===== config.mk =====
export PLATFORM = sky130hd
export DESIGN_NAME = cwf_fill_ctrl
export DESIGN_NICKNAME = d
export VERILOG_FILES = /design/src/rtl/cwf_pkg.sv /design/src/rtl/cwf_seq.sv /design/src/rtl/cwf_line_buf.sv /design/src/rtl/cwf_cpu_port.sv /design/src/rtl/cwf_fill_ctrl.sv
export SDC_FILE = /design/constraint.sdc
export NUM_CORES = 1
export LEC_CHECK = 0
export BUFFER_PORTS_ARGS = -buffer_cell sky130_fd_sc_hd__buf_2
export CELL_PAD_IN_SITES_DETAIL_PLACEMENT = 1
export CELL_PAD_IN_SITES_GLOBAL_PLACEMENT = 1
export CORE_AREA = 2 2 155 157
export DETAILED_ROUTE_END_ITERATION = 6
export DIE_AREA = 0 0 157 159
export GPL_ROUTABILITY_DRIVEN = 0
export GPL_TIMING_DRIVEN = 0
export PLACE_DENSITY = 0.88
export SYNTH_ARGS = -nofsm -noshare
export SYNTH_HDL_FRONTEND = slang
export SYNTH_SLANG_ARGS = --single-unit

===== constraint.sdc =====
create_clock -name clk -period 8.1 [get_ports clk]
set_input_delay 1.62 -clock clk [delete_from_list [all_inputs] [get_ports clk]]
set_output_delay 1.62 -clock clk [all_outputs]
set_load 0.05 [all_outputs]

===== src/rtl/cwf_pkg.sv =====
package cwf_pkg;
  // Word index k beats into a burst that began at start (words is a power of 2).
  function automatic int unsigned wrap_idx(int unsigned start, int unsigned k,
                                           int unsigned words);
    return (start + k) & (words - 1);
  endfunction

  // Start of the burst for a given mode.
  function automatic int unsigned first_idx(int unsigned offset, bit ascending);
    return ascending ? 0 : offset;
  endfunction
endpackage


===== src/rtl/cwf_seq.sv =====
module cwf_seq #(
  parameter int ADDR_W     = 16,
  parameter int LINE_WORDS = 8,
  localparam int OFF_W     = $clog2(LINE_WORDS),
  localparam int TAG_W     = ADDR_W - OFF_W
) (
  input  logic             clk,
  input  logic             rst_n,
  input  logic             miss_valid,
  input  logic [ADDR_W-1:0] miss_addr,
  input  logic             miss_early,
  input  logic             beat_valid,
  output logic             busy,
  output logic             accept,
  output logic [OFF_W-1:0] req_start,
  output logic             beat_fire,
  output logic [OFF_W-1:0] beat_idx,
  output logic             last_beat,
  output logic             crit_hit,
  output logic             released,
  output logic [TAG_W-1:0] line
);
  import cwf_pkg::*;

  logic             busy_q, rel_q;
  logic [OFF_W-1:0] start_q, cnt_q, crit_q;
  logic [TAG_W-1:0] line_q;

  assign accept    = !busy_q && miss_valid;
  assign req_start = OFF_W'(first_idx(32'(miss_addr[OFF_W-1:0]), miss_early));
  assign beat_fire = busy_q && beat_valid;
  assign beat_idx  = OFF_W'(wrap_idx(32'(start_q), 32'(cnt_q), LINE_WORDS));
  assign last_beat = beat_fire && (cnt_q == OFF_W'(LINE_WORDS - 1));
  assign crit_hit  = beat_fire && (beat_idx == crit_q);
  assign busy      = busy_q;
  assign released  = rel_q;
  assign line      = line_q;

  always_ff @(posedge clk) begin
    if (!rst_n) begin
      busy_q  <= 1'b0;
      rel_q   <= 1'b0;
      start_q <= '0;
      cnt_q   <= '0;
      crit_q  <= '0;
      line_q  <= '0;
    end else if (accept) begin
      busy_q  <= 1'b1;
      rel_q   <= 1'b0;
      start_q <= req_start;
      cnt_q   <= '0;
      crit_q  <= miss_addr[OFF_W-1:0];
      line_q  <= miss_addr[ADDR_W-1:OFF_W];
    end else if (beat_fire) begin
      cnt_q <= cnt_q + 1'b1;
      if (crit_hit)  rel_q  <= 1'b1;
      if (last_beat) busy_q <= 1'b0;
    end
  end
endmodule


===== src/rtl/cwf_line_buf.sv =====
module cwf_line_buf #(
  parameter int DATA_W     = 32,
  parameter int LINE_WORDS = 8,
  localparam int OFF_W     = $clog2(LINE_WORDS)
) (
  input  logic              clk,
  input  logic              rst_n,
  input  logic              clear,
  input  logic              wr_en,
  input  logic [OFF_W-1:0]  wr_idx,
  input  logic [DATA_W-1:0] wr_data,
  input  logic [OFF_W-1:0]  rd_idx,
  output logic [DATA_W-1:0] rd_data,
  output logic              rd_present
);
  logic [DATA_W-1:0]     words [LINE_WORDS];
  logic [LINE_WORDS-1:0] present;

  for (genvar i = 0; i < LINE_WORDS; i++) begin : g_word
    always_ff @(posedge clk) begin
      if (!rst_n || clear) present[i] <= 1'b0;
      else if (wr_en && wr_idx == OFF_W'(i)) present[i] <= 1'b1;
    end
    always_ff @(posedge clk) begin
      if (wr_en && wr_idx == OFF_W'(i)) words[i] <= wr_data;
    end
  end

  assign rd_data    = words[rd_idx];
  assign rd_present = present[rd_idx];
endmodule


===== src/rtl/cwf_cpu_port.sv =====
module cwf_cpu_port #(
  parameter int DATA_W     = 32,
  parameter int ADDR_W     = 16,
  parameter int LINE_WORDS = 8,
  localparam int OFF_W     = $clog2(LINE_WORDS),
  localparam int TAG_W     = ADDR_W - OFF_W
) (
  input  logic              busy,
  input  logic              released,
  input  logic [TAG_W-1:0]  line,
  input  logic              crit_hit,
  input  logic [DATA_W-1:0] beat_data,
  input  logic              rd_valid,
  input  logic [ADDR_W-1:0] rd_addr,
  input  logic              buf_present,
  input  logic [DATA_W-1:0] buf_data,
  output logic [OFF_W-1:0]  rd_idx,
  output logic              served,
  output logic              ret_valid,
  output logic [DATA_W-1:0] ret_data,
  output logic              stall
);
  logic same_line;

  assign rd_idx    = rd_addr[OFF_W-1:0];
  assign same_line = rd_addr[ADDR_W-1:OFF_W] == line;
  // The critical forward owns the return port in its cycle.
  assign served    = busy && rd_valid && released && same_line && buf_present && !crit_hit;
  assign stall     = busy && rd_valid && !served;
  assign ret_valid = crit_hit || served;
  assign ret_data  = crit_hit ? beat_data : buf_data;
endmodule


===== src/rtl/cwf_fill_ctrl.sv =====
module cwf_fill_ctrl #(
  parameter int DATA_W     = 32,
  parameter int ADDR_W     = 16,
  parameter int LINE_WORDS = 8,
  localparam int OFF_W     = $clog2(LINE_WORDS),
  localparam int TAG_W     = ADDR_W - OFF_W
) (
  input  logic              clk,
  input  logic              rst_n,
  input  logic              miss_valid,
  input  logic [ADDR_W-1:0] miss_addr,
  input  logic              miss_early,
  output logic              mem_req_valid,
  output logic [TAG_W-1:0]  mem_req_line,
  output logic [OFF_W-1:0]  mem_req_start,
  input  logic              mem_beat_valid,
  input  logic [DATA_W-1:0] mem_beat_data,
  input  logic              cpu_rd_valid,
  input  logic [ADDR_W-1:0] cpu_rd_addr,
  output logic              cpu_ret_valid,
  output logic [DATA_W-1:0] cpu_ret_data,
  output logic              cpu_stall,
  output logic              fill_we,
  output logic [OFF_W-1:0]  fill_idx,
  output logic [DATA_W-1:0] fill_data,
  output logic              tag_we,
  output logic [TAG_W-1:0]  tag_line,
  output logic              busy
);
  // Named internal events, visible to the bound checker.
  logic              ev_accept, ev_beat, ev_last, ev_crit, ev_released, ev_served;
  logic [OFF_W-1:0]  beat_idx, req_start, rd_idx;
  logic [TAG_W-1:0]  line;
  logic [DATA_W-1:0] buf_data;
  logic              buf_present;

  cwf_seq #(.ADDR_W(ADDR_W), .LINE_WORDS(LINE_WORDS)) u_seq (
    .clk(clk), .rst_n(rst_n), .miss_valid(miss_valid), .miss_addr(miss_addr),
    .miss_early(miss_early), .beat_valid(mem_beat_valid), .busy(busy),
    .accept(ev_accept), .req_start(req_start), .beat_fire(ev_beat),
    .beat_idx(beat_idx), .last_beat(ev_last), .crit_hit(ev_crit),
    .released(ev_released), .line(line)
  );

  cwf_line_buf #(.DATA_W(DATA_W), .LINE_WORDS(LINE_WORDS)) u_buf (
    .clk(clk), .rst_n(rst_n), .clear(ev_accept), .wr_en(ev_beat),
    .wr_idx(beat_idx), .wr_data(mem_beat_data), .rd_idx(rd_idx),
    .rd_data(buf_data), .rd_present(buf_present)
  );

  cwf_cpu_port #(.DATA_W(DATA_W), .ADDR_W(ADDR_W), .LINE_WORDS(LINE_WORDS)) u_cpu (
    .busy(busy), .released(ev_released), .line(line), .crit_hit(ev_crit),
    .beat_data(mem_beat_data), .rd_valid(cpu_rd_valid), .rd_addr(cpu_rd_addr),
    .buf_present(buf_present), .buf_data(buf_data), .rd_idx(rd_idx),
    .served(ev_served), .ret_valid(cpu_ret_valid), .ret_data(cpu_ret_data),
    .stall(cpu_stall)
  );

  assign mem_req_valid = ev_accept;
  assign mem_req_line  = miss_addr[ADDR_W-1:OFF_W];
  assign mem_req_start = req_start;
  assign fill_we       = ev_beat;
  assign fill_idx      = beat_idx;
  assign fill_data     = mem_beat_data;
  assign tag_we        = ev_last;
  assign tag_line      = line;
endmodule


======== Word-level counts from Yosys, hierarchy flattened ========
Memories as Yosys holds them, arrays and structs flattened.
Cells that the tools add are included.
cells by class
  reduce and logical (&&, ||, !) cells .... 37
  equal/unequal tests ..................... 10
  multiplexer cells ....................... 44
  $lt $le $gt $ge ......................... 1
  bitwise logic cells ..................... 1
  $add $sub $neg .......................... 2
operators by type and width
  kind                   count
  $mux W32               8
  $reduce_or A32 Y1      7
  $mux W1                27
  $mux W3                8
  $logic_and A1 B1 Y1    18
  $eq A3 B3 Y1 const B   5
  $eq A13 B13 Y1         1
  $eq A3 B2 Y1 const B   2
  $logic_not A1 Y1       4
  $lt A3 B4 Y1 const B   1
  $reduce_and A2 Y1      2
  $reduce_bool A2 Y1     2
  $add A3 B1 Y3 const B  1
  $add A3 B3 Y3          1
  $bmux W1 S3            1
  $eq A3 B1 Y1 const B   1
  $eq A3 B3 Y1           1
  $logic_not A3 Y1       1
  $logic_or A1 B1 Y1     2
  $reduce_or A2 Y1       1
  $not A1 Y1             1
word-level totals
  output and inout bits ................... 102
  memories ................................ 1
  register bits ........................... 32
  word-level logic and storage cells ...... 110
  memory bits (writable) .................. 256
memory list
  memory       words  bits a word  read ports  clocked after Yosys merged registers in  write ports  RTL line            text
  u_buf.words  8      32           1           0                                        1            cwf_line_buf.sv:16  logic [DATA_W-1:0] words [LINE_WORDS];

======== Longest topological paths before layout ========
Gate-level depths: netlist of the first run.
  word-level depth ........................ 13
  depth in mapped cells ................... 7
  gate-level depth less buffers ........... 6

======== By module ========
From an unflattened synthesis of the first run, not the netlist that was laid out.
second synthesis, totals
  cells, all modules ...................... 649
  area, all modules ....................... 11992.8 µm²
modules (own cells, without submodules)
  module         area an instance (µm²)  cells an instance  sequential area each (µm²)  instances
  cwf_line_buf   10003.3                 412                7847.5                      1
  cwf_seq        1041.0                  122                480.5                       1
  cwf_cpu_port   610.6                   70                 0.0                         1
  cwf_fill_ctrl  337.8                   45                 0.0                         1

======== Least setup slack after synthesis of the first run ========
Ideal clock, no wire load.
  path type ............................... input to register
  start ................................... input mem_beat_valid
  end ..................................... memory u_buf.words[0][0] (enable)
  setup time .............................. 506 ps
  setup slack ............................. 2628 ps
  stages on the path ...................... 2
  data required time ...................... 7594 ps
  data arrival time ....................... 4966 ps
  path through ............................ nand2_1 -> nor4_1
between the ends
  longest elaborated chain between the ends .. 12
  elaborated cells between the ends (all ways) .. 46
  those cells by class .................... 30 x mux; 16 x reduce/logical
RTL lines
  what                                                        RTL line             text
  from (decl)                                                 cwf_fill_ctrl.sv:16  input logic mem_beat_valid,
  $logic_and A1 B1 Y1 *                                       cwf_seq.sv:31        assign beat_fire = busy_q && beat_valid;
  $logic_and A1 B1 Y1                                         cwf_line_buf.sv:25   if (wr_en && wr_idx == OFF_W'(i)) words[i] <= wr_data;
  $mux W1                                                     cwf_line_buf.sv:25
  $mux W1 (implied by the code)                               cwf_line_buf.sv:25
  $reduce_or A32 Y1 (no line)                                 --
  $mux W3 (no line) or $mux W1 (tied branches) (7 in series)  --
  to (decl)                                                   cwf_line_buf.sv:16
Mark *: on every way between the ends. The rest lies on a longest branch, timed or not.

======== Worst setup path after layout of the first run ========
  start ................................... input cpu_rd_addr[1]
  end ..................................... output cpu_ret_data[3]
between the ends
  longest elaborated chain between the ends .. 2
RTL lines
  what            RTL line             text
  from (decl)     cwf_fill_ctrl.sv:19  input logic [ADDR_W-1:0] cpu_rd_addr,
  $mem_v2 Z8 W32  --
  $mux W32        cwf_cpu_port.sv:31   assign ret_data = crit_hit ? beat_data : buf_data;
  to (decl)       cwf_fill_ctrl.sv:21  output logic [DATA_W-1:0] cpu_ret_data,
Every way passes these cells.

==> impl_metrics.py, run 1 <==
metrics = {
    "layout": {
        "nets": 922,
        "multi_input_area_um2": 3060,
        "syn_to_final_growth_pct": 21.2,
        "drive_gt1_frac": 0.486,
        "num_antenna_cells": 0,
        "regArea_um2": 8330,
        "stdcell_area_um2": 14400,
        "n_fill_cell": 2078,
    },
    "detailed_routing": {
        "postRouteAntennaNets": 0,
        "drtIter0Drc": 409,
        "drc": 0,
        "vias": 6608,
        "wl_per_cell_um": 24.1,
        "via_per_inst": 5.55,
        "drt-pass1-iter-count": 4,
        "wl_mm": 28.7,
    },
    "run": {
        "drv_cap": 0,
    },
    "hold_path": {
        "min_path_type": "flip-flop to flip-flop",
    },
    "timing": {
        "hold_viol": 0,
        "setup_viol": 0,
        "rsz0062_at_grt": "no",
        "whs_ps": 474,
        "fin_tns_setup_ps": 0,
        "setup_ws_ps": 2710,
        "slew_headroom": 0.282,
        "fin_crit_ps": 5390,
        "post-route-period-util": 0.665,
        "skew_ps": 21.9,
        "slew_violations": 0,
        "worst_pin_slew_ps": 1070,
        "timing.fmax_mhz": 186,
    },
    "synth": {
        "async_flop_share": 0,
        "yosys.area.top_type": "edfxtp_1",
        "netlist_top_cells_area": "edfxtp_1 (65%), mux4_2 (12%), mux2_2 (6.0%)",
        "syn_area_per_cell_um2": 18.9,
        "syn-cell-area_um2": 11900,
        "ys_seq_elements": 288,
        "synth_common_cells": "edfxtp_1 (256), mux4_2 (65), mux2_2 (63)",
        "post-synth-top-area-fraction": 0.648,
        "yosysUniqueCellTypes": 37,
        "synth_nets": 700,
        "synthFlopType": "edfxtp_1",
        "ys_seq_area_frac": 0.702,
        "synthMostInstantiatedCell": "edfxtp_1",
        "yosys_warnings": 0,
        "synthCells": 626,
        "synth_edf_count": 256,
    },
    "worst_setup_path": {
        "critPathBufInv": 3,
        "cpPeakStageDelay_ps": 650,
        "path_cells": "buf_2 > buf_1 > mux4_2 > mux2_2 > mux2_2 > buf_2",
        "end_kind": "primary output",
        "reg2reg_depth": 8,
        "critPathLaunch": "cpu_rd_addr[1]",
        "start_kind": "primary input",
        "crit_type": "primary input to primary output",
        "critPathArrivalTime_ps": 3770,
        "crit_family": "buffers and inverters",
        "critPathRequiredTime_ps": 6480,
        "r2r-start": "u_seq.cnt_q[0]",
        "r2r_end": "u_buf.words[0][15]",
        "cp_max_fo": 10,
        "rrSetupSlack_ps": 4900,
        "path_depth": 6,
        "critPathSlowestCell": "buf_1",
        "crit_end": "cpu_ret_data[3]",
    },
    "global_routing": {
        "grt_max_degree": 26,
        "grt_pass1_vias": 7345,
        "grt_pass1_wl_mm": 43.6,
        "antenna_found_initial": 0,
        "overflow": 0,
        "grt_usage": 0.235,
    },
    "pwr": {
        "seq_power_share": 0.489,
        "p_per_area_nw_per_um2": 234,
        "p_leak_nw": 5.16,
        "comb_power_share": 0.115,
        "p_int_mw": 2.54,
        "power_mw": 3.36,
        "netSwitchingPower_mw": 0.819,
        "ir_worst_vdd_mv": 0.177,
        "swShare": 0.244,
        "p_clk_frac": 0.396,
    },
    "floorplanning": {
        "core.rowCount": 56,
        "io_pins": 172,
        "die-height_um": 159,
        "start_util": 0.511,
        "core-area_um2": 23200,
        "dieArea_um2": 25000,
        "fp.dieW_um": 157,
    },
    "clock_network": {
        "path_clk_slew_ps": 50,
        "cts.sinks": 288,
        "clockRootBuffer": "clkbuf_16",
        "cts_setup_buffers": 0,
        "ctsHoldBuffers": 0,
        "cts_max_level": 1,
        "clock_path_buffers": 3,
        "clock_latency_ps": 560,
        "cts-resized-gates": 0,
        "cts_tree": "built",
        "cts_buffers": 30,
    },
    "placement": {
        "place_hpwl_mm": 19.3,
        "pre_cts_slack_ps": 2690,
        "placed_cell_area_um2": 13400,
        "portBuffers": 168,
    },
    "run_status": {
        "status": "finished clean",
    },
}
## routing by layer
layer / GRT usage / wire (um) / vias up / part of all wire
li1: - / - / 2881 / -
met1: 0.302 / 11500 / 3443 / 0.40
met2: 0.414 / 15100 / 245 / 0.53
met3: 0.0403 / 1600 / 39 / 0.056
met4: 0.0596 / 443 / 0 / 0.015
met5: 0 / 0 / - / 0
## cells by family after synthesis
| kind of cell | Yosys count | synth area share |
|---|---|---|
| flip-flops | 288 | 0.702 |
| XOR/XNOR | 18 | 0.0146 |
| adder cells (fa/ha/maj) | 4 | 0.00485 |
| AO/OA/AOI/OAI | 34 | 0.0210 |
| multiplexers | 131 | 0.186 |
| buffers and inverters | 79 | 0.0441 |
| AND/OR/NAND/NOR | 72 | 0.0276 |
## worst min-delay path by stage
stage | from | endpoint | slack [ps] | depth (start not counted)
floorplan | u_buf.present[2] | u_buf.present[2] | 440 | 1
global placement | u_buf.present[2] | u_buf.present[2] | 450 | 1
detailed placement | u_buf.present[5] | u_buf.present[5] | 450 | 1
CTS | u_seq.released | u_seq.released | 480 | 1
global route | u_buf.present[7] | u_buf.present[7] | 500 | 1
finish | u_seq.released | u_seq.released | 470 | 1
## cell usage in the layout, fill, tap and decap left out, types with 4 or more instances in the layout
cell type / synthesis / final
buf_6: 7 / 15
dfxtp_1: 32 / 32
edfxtp_1: 256 / 256
nand2_1: 45 / 45
buf_4: 45 / 53
nor2_1: 8 / 4
a21boi_0: 19 / 19
nor2_4: 0 / 4
buf_2: 4 / 172
mux4_2: 65 / 65
mux2_2: 63 / 63
o21a_1: 8 / 8
buf_1: 4 / 4
xor2_1: 15 / 15
clkbuf_1: 15 / 23
clkinv_1: 1 / 9
clkbuf_16: 0 / 30
## power by group through the flow
stage	clock, mW	combinational, mW	sequential, mW
after global placement	0	0.372	1.68
after CTS	1.35	0.390	1.64
final	1.33	0.385	1.64
after global routing	1.40	0.408	1.65
after floorplan	0	0.259	1.69
after detailed placement	0	0.387	1.68
## final cells by class
class / instances / area share
plain buffers: 75 / 0.0353
clock buffers: 38 / 0.0543
clock inverters: 18 / 0.0124
inverters: 4 / 0.00104
multi-input cells: 259 / 0.213
flip-flops and latches: 288 / 0.579
well taps: 319 / 0.0278
repair buffers: 190 / 0.0771
## flip-flops by register name (all words and copies together) (netlist names)
register / cells
u_buf.present: 8
u_buf.words: 256
u_seq.busy: 1
u_seq.cnt_q: 3
u_seq.crit_q: 3
u_seq.line: 13
u_seq.released: 1
u_seq.start_q: 3
## through the flow
stage | std cells | utilization
4_1_cts | 1191 | 0.620
6_report | 1191 | 0.620
3_3_place_gp | 1113 | 0.565
5_1_grt | 1191 | 0.620
2_1_floorplan | 626 | -
3_5_place_dp | 1135 | 0.579
Note: power is estimated with default switching activity, not from simulation.
==> run 2: changes to the inputs <==
--- a/config.mk
+++ b/config.mk
@@ -8,12 +8,12 @@
 export BUFFER_PORTS_ARGS = -buffer_cell sky130_fd_sc_hd__buf_2
 export CELL_PAD_IN_SITES_DETAIL_PLACEMENT = 1
 export CELL_PAD_IN_SITES_GLOBAL_PLACEMENT = 1
-export CORE_AREA = 2 2 155 157
+export CORE_AREA = 2 2 159 161
 export DETAILED_ROUTE_END_ITERATION = 6
-export DIE_AREA = 0 0 157 159
+export DIE_AREA = 0 0 161 163
 export GPL_ROUTABILITY_DRIVEN = 0
 export GPL_TIMING_DRIVEN = 0
-export PLACE_DENSITY = 0.88
+export PLACE_DENSITY = 0.84
 export SYNTH_ARGS = -nofsm -noshare
 export SYNTH_HDL_FRONTEND = slang
 export SYNTH_SLANG_ARGS = --single-unit
==> constraint.sdc (replaced) <==
create_clock -name clk -period 5.2 [get_ports clk]
set_input_delay 1.04 -clock clk [delete_from_list [all_inputs] [get_ports clk]]
set_output_delay 1.04 -clock clk [all_outputs]
set_load 0.05 [all_outputs]
==> run 2 against run 1 <==
Clock skew is 15 ps lower. Non-clock buffer count decreased by 1. Largest cell class unchanged. Final area shrank 0.35%. Largest power group unchanged.
==> impl_metrics.py, run 2 (synthesis results as in run 1) <==
metrics = {
    "run_status": {
        "status": "finished clean",
    },
    "floorplanning": {
        "fp.dieW_um": 161,
        "die-height_um": 163,
        "dieArea_um2": 26200,
        "io_pins": 172,
        "core.rowCount": 58,
        "core-area_um2": 24700,
        "start_util": 0.481,
    },
    "clock_network": {
        "cts-resized-gates": 0,
        "cts_buffers": 29,
        "cts_setup_buffers": 0,
        "cts.sinks": 288,
        "cts_max_level": 1,
        "path_clk_slew_ps": 60,
        "clockRootBuffer": "clkbuf_16",
        "clock_path_buffers": 3,
        "ctsHoldBuffers": 0,
        "cts_tree": "built",
        "clock_latency_ps": 550,
    },
    "global_routing": {
        "grt_pass1_vias": 7114,
        "grt_usage": 0.212,
        "grt_pass1_wl_mm": 41.6,
        "antenna_found_initial": 0,
        "grt_max_degree": 25,
        "overflow": 0,
    },
    "hold_path": {
        "hold_depth": 2,
        "min_path_type": "flip-flop to flip-flop",
        "holdPathEnd": "u_seq.start_q[0]",
        "min_from": "u_seq.start_q[0]",
    },
    "worst_setup_path": {
        "rrSetupSlack_ps": 1930,
        "r2r_end": "u_buf.words[2][8]",
        "crit_family": "adder cells",
        "end_kind": "primary output",
        "start_kind": "flip-flop",
        "reg2reg_depth": 8,
        "cp_max_fo": 10,
        "r2r-start": "u_seq.cnt_q[0]",
        "cpPeakStageDelay_ps": 780,
        "crit_type": "flip-flop to primary output",
        "critPathSlowestCell": "nor4_4",
        "path_cells": "ha_1 > fa_1 > xor2_1 > nor4_4 > buf_6 > mux2_2 > buf_2",
        "critPathArrivalTime_ps": 3590,
        "critPathRequiredTime_ps": 4160,
        "critPathBufInv": 2,
    },
    "detailed_routing": {
        "vias": 6538,
        "via_per_inst": 5.45,
        "wl_mm": 27.6,
        "wl_per_cell_um": 23.0,
        "drt-pass1-iter-count": 4,
        "drtIter0Drc": 421,
        "postRouteAntennaNets": 0,
        "drc": 0,
    },
    "layout": {
        "regArea_um2": 8330,
        "num_antenna_cells": 0,
        "multi_input_area_um2": 3060,
        "layout_commonest_cell": "edfxtp_1",
        "largest_register_ffs": 256,
        "layout_common_cells": "edfxtp_1 (256), buf_2 (172), mux4_2 (65), mux2_2 (63), buf_4 (53)",
        "top_register": "u_buf.words",
        "syn_to_final_growth_pct": 20.8,
        "nets": 920,
        "drive_gt1_frac": 0.487,
        "stdcell_count": 1199,
        "n_fill_cell": 2329,
    },
    "timing": {
        "slew_violations": 0,
        "worst_pin_slew_ps": 971,
        "whs_ps": 469,
        "fin_tns_setup_ps": 0,
        "fin_crit_ps": 4630,
        "hold_viol": 0,
        "setup_viol": 0,
        "skew_ps": 6.65,
        "post-route-period-util": 0.890,
        "setup_ws_ps": 573,
        "slew_headroom": 0.348,
        "rsz0062_at_grt": "no",
        "timing.fmax_mhz": 216,
    },
    "pwr": {
        "netSwitchingPower_mw": 1.25,
        "comb_power_share": 0.117,
        "swShare": 0.243,
        "power_mw": 5.14,
        "p_per_area_nw_per_um2": 358,
        "p_leak_nw": 5.15,
        "p_int_mw": 3.89,
        "seq_power_share": 0.498,
        "ir_worst_vdd_mv": 0.227,
        "p_clk_frac": 0.385,
    },
    "run": {
        "drv_cap": 0,
    },
    "placement": {
        "place_hpwl_mm": 19.0,
        "dp_cells": 1145,
        "pre_cts_slack_ps": 986,
        "portBuffers": 168,
    },
}
[run 2: cell types whose count changed in the layout (fill, tap and decap cells not counted), sizes merged]
cell | before | now
buf | 250 | 249
bufinv | 3 | 2
clkbuf | 53 | 55
clkinv | 13 | 11
clkinvlp | 3 | 1
inv | 3 | 4
[run 2: per-layer routing]
layer | track usage | part of all wire | up-vias
met4 | 0.0552 | 0.017 | 0
met2 | 0.373 | 0.51 | 261
met3 | 0.0374 | 0.066 | 35
met5 | 0 | 0 | -
li1 | - | - | 2875
met1 | 0.275 | 0.41 | 3367
[run 2: final cells by class]
type	instances	share of cell area
Clock inverter	14	0.00847
Inverter	4	0.00105
Clock buffer	40	0.0542
Tap cell	330	0.0288
Sequential cell	288	0.581
Buffer	75	0.0354
Timing Repair Buffer	189	0.0771
Multi-Input combinational cell	259	0.214
[run 2: power groups by stage]
| stage | Sequential, mW | Clock, mW | Combinational [mW] |
|---|---|---|---|
| 5_1_grt | 2.56 | 2.09 | 0.635 |
| 3_5_place_dp | 2.61 | 0 | 0.604 |
| 3_3_place_gp | 2.61 | 0 | 0.583 |
| 4_1_cts | 2.56 | 2.00 | 0.607 |
| 6_report | 2.56 | 1.98 | 0.599 |
| 2_1_floorplan | 2.63 | 0 | 0.403 |
[run 2: tightest hold or removal path: stages (launching register included)]
cell	delay, ps
dfxtp_1	310
nand2_1	50
a21boi_0	60
[run 2: worst max path at each step]
stage	from	end	depth (start not counted)
6_report	u_seq.cnt_q[0]	cpu_ret_data[8]	7
3_3_place_gp	mem_beat_valid	u_buf.words[4][20]	3
2_1_floorplan	u_seq.cnt_q[0]	u_buf.words[0][0]	5
5_1_grt	u_seq.cnt_q[0]	cpu_ret_data[8]	7
4_1_cts	u_seq.cnt_q[0]	cpu_ret_data[8]	7
3_5_place_dp	cpu_rd_addr[1]	cpu_ret_data[31]	6
[run 2: through the flow]
step | util | instance area (um2)
2_1_floorplan | - | 11900
3_3_place_gp | 0.532 | 13100
3_5_place_dp | 0.544 | 13400
4_1_cts | 0.581 | 14300
5_1_grt | 0.581 | 14300
6_report | 0.581 | 14300
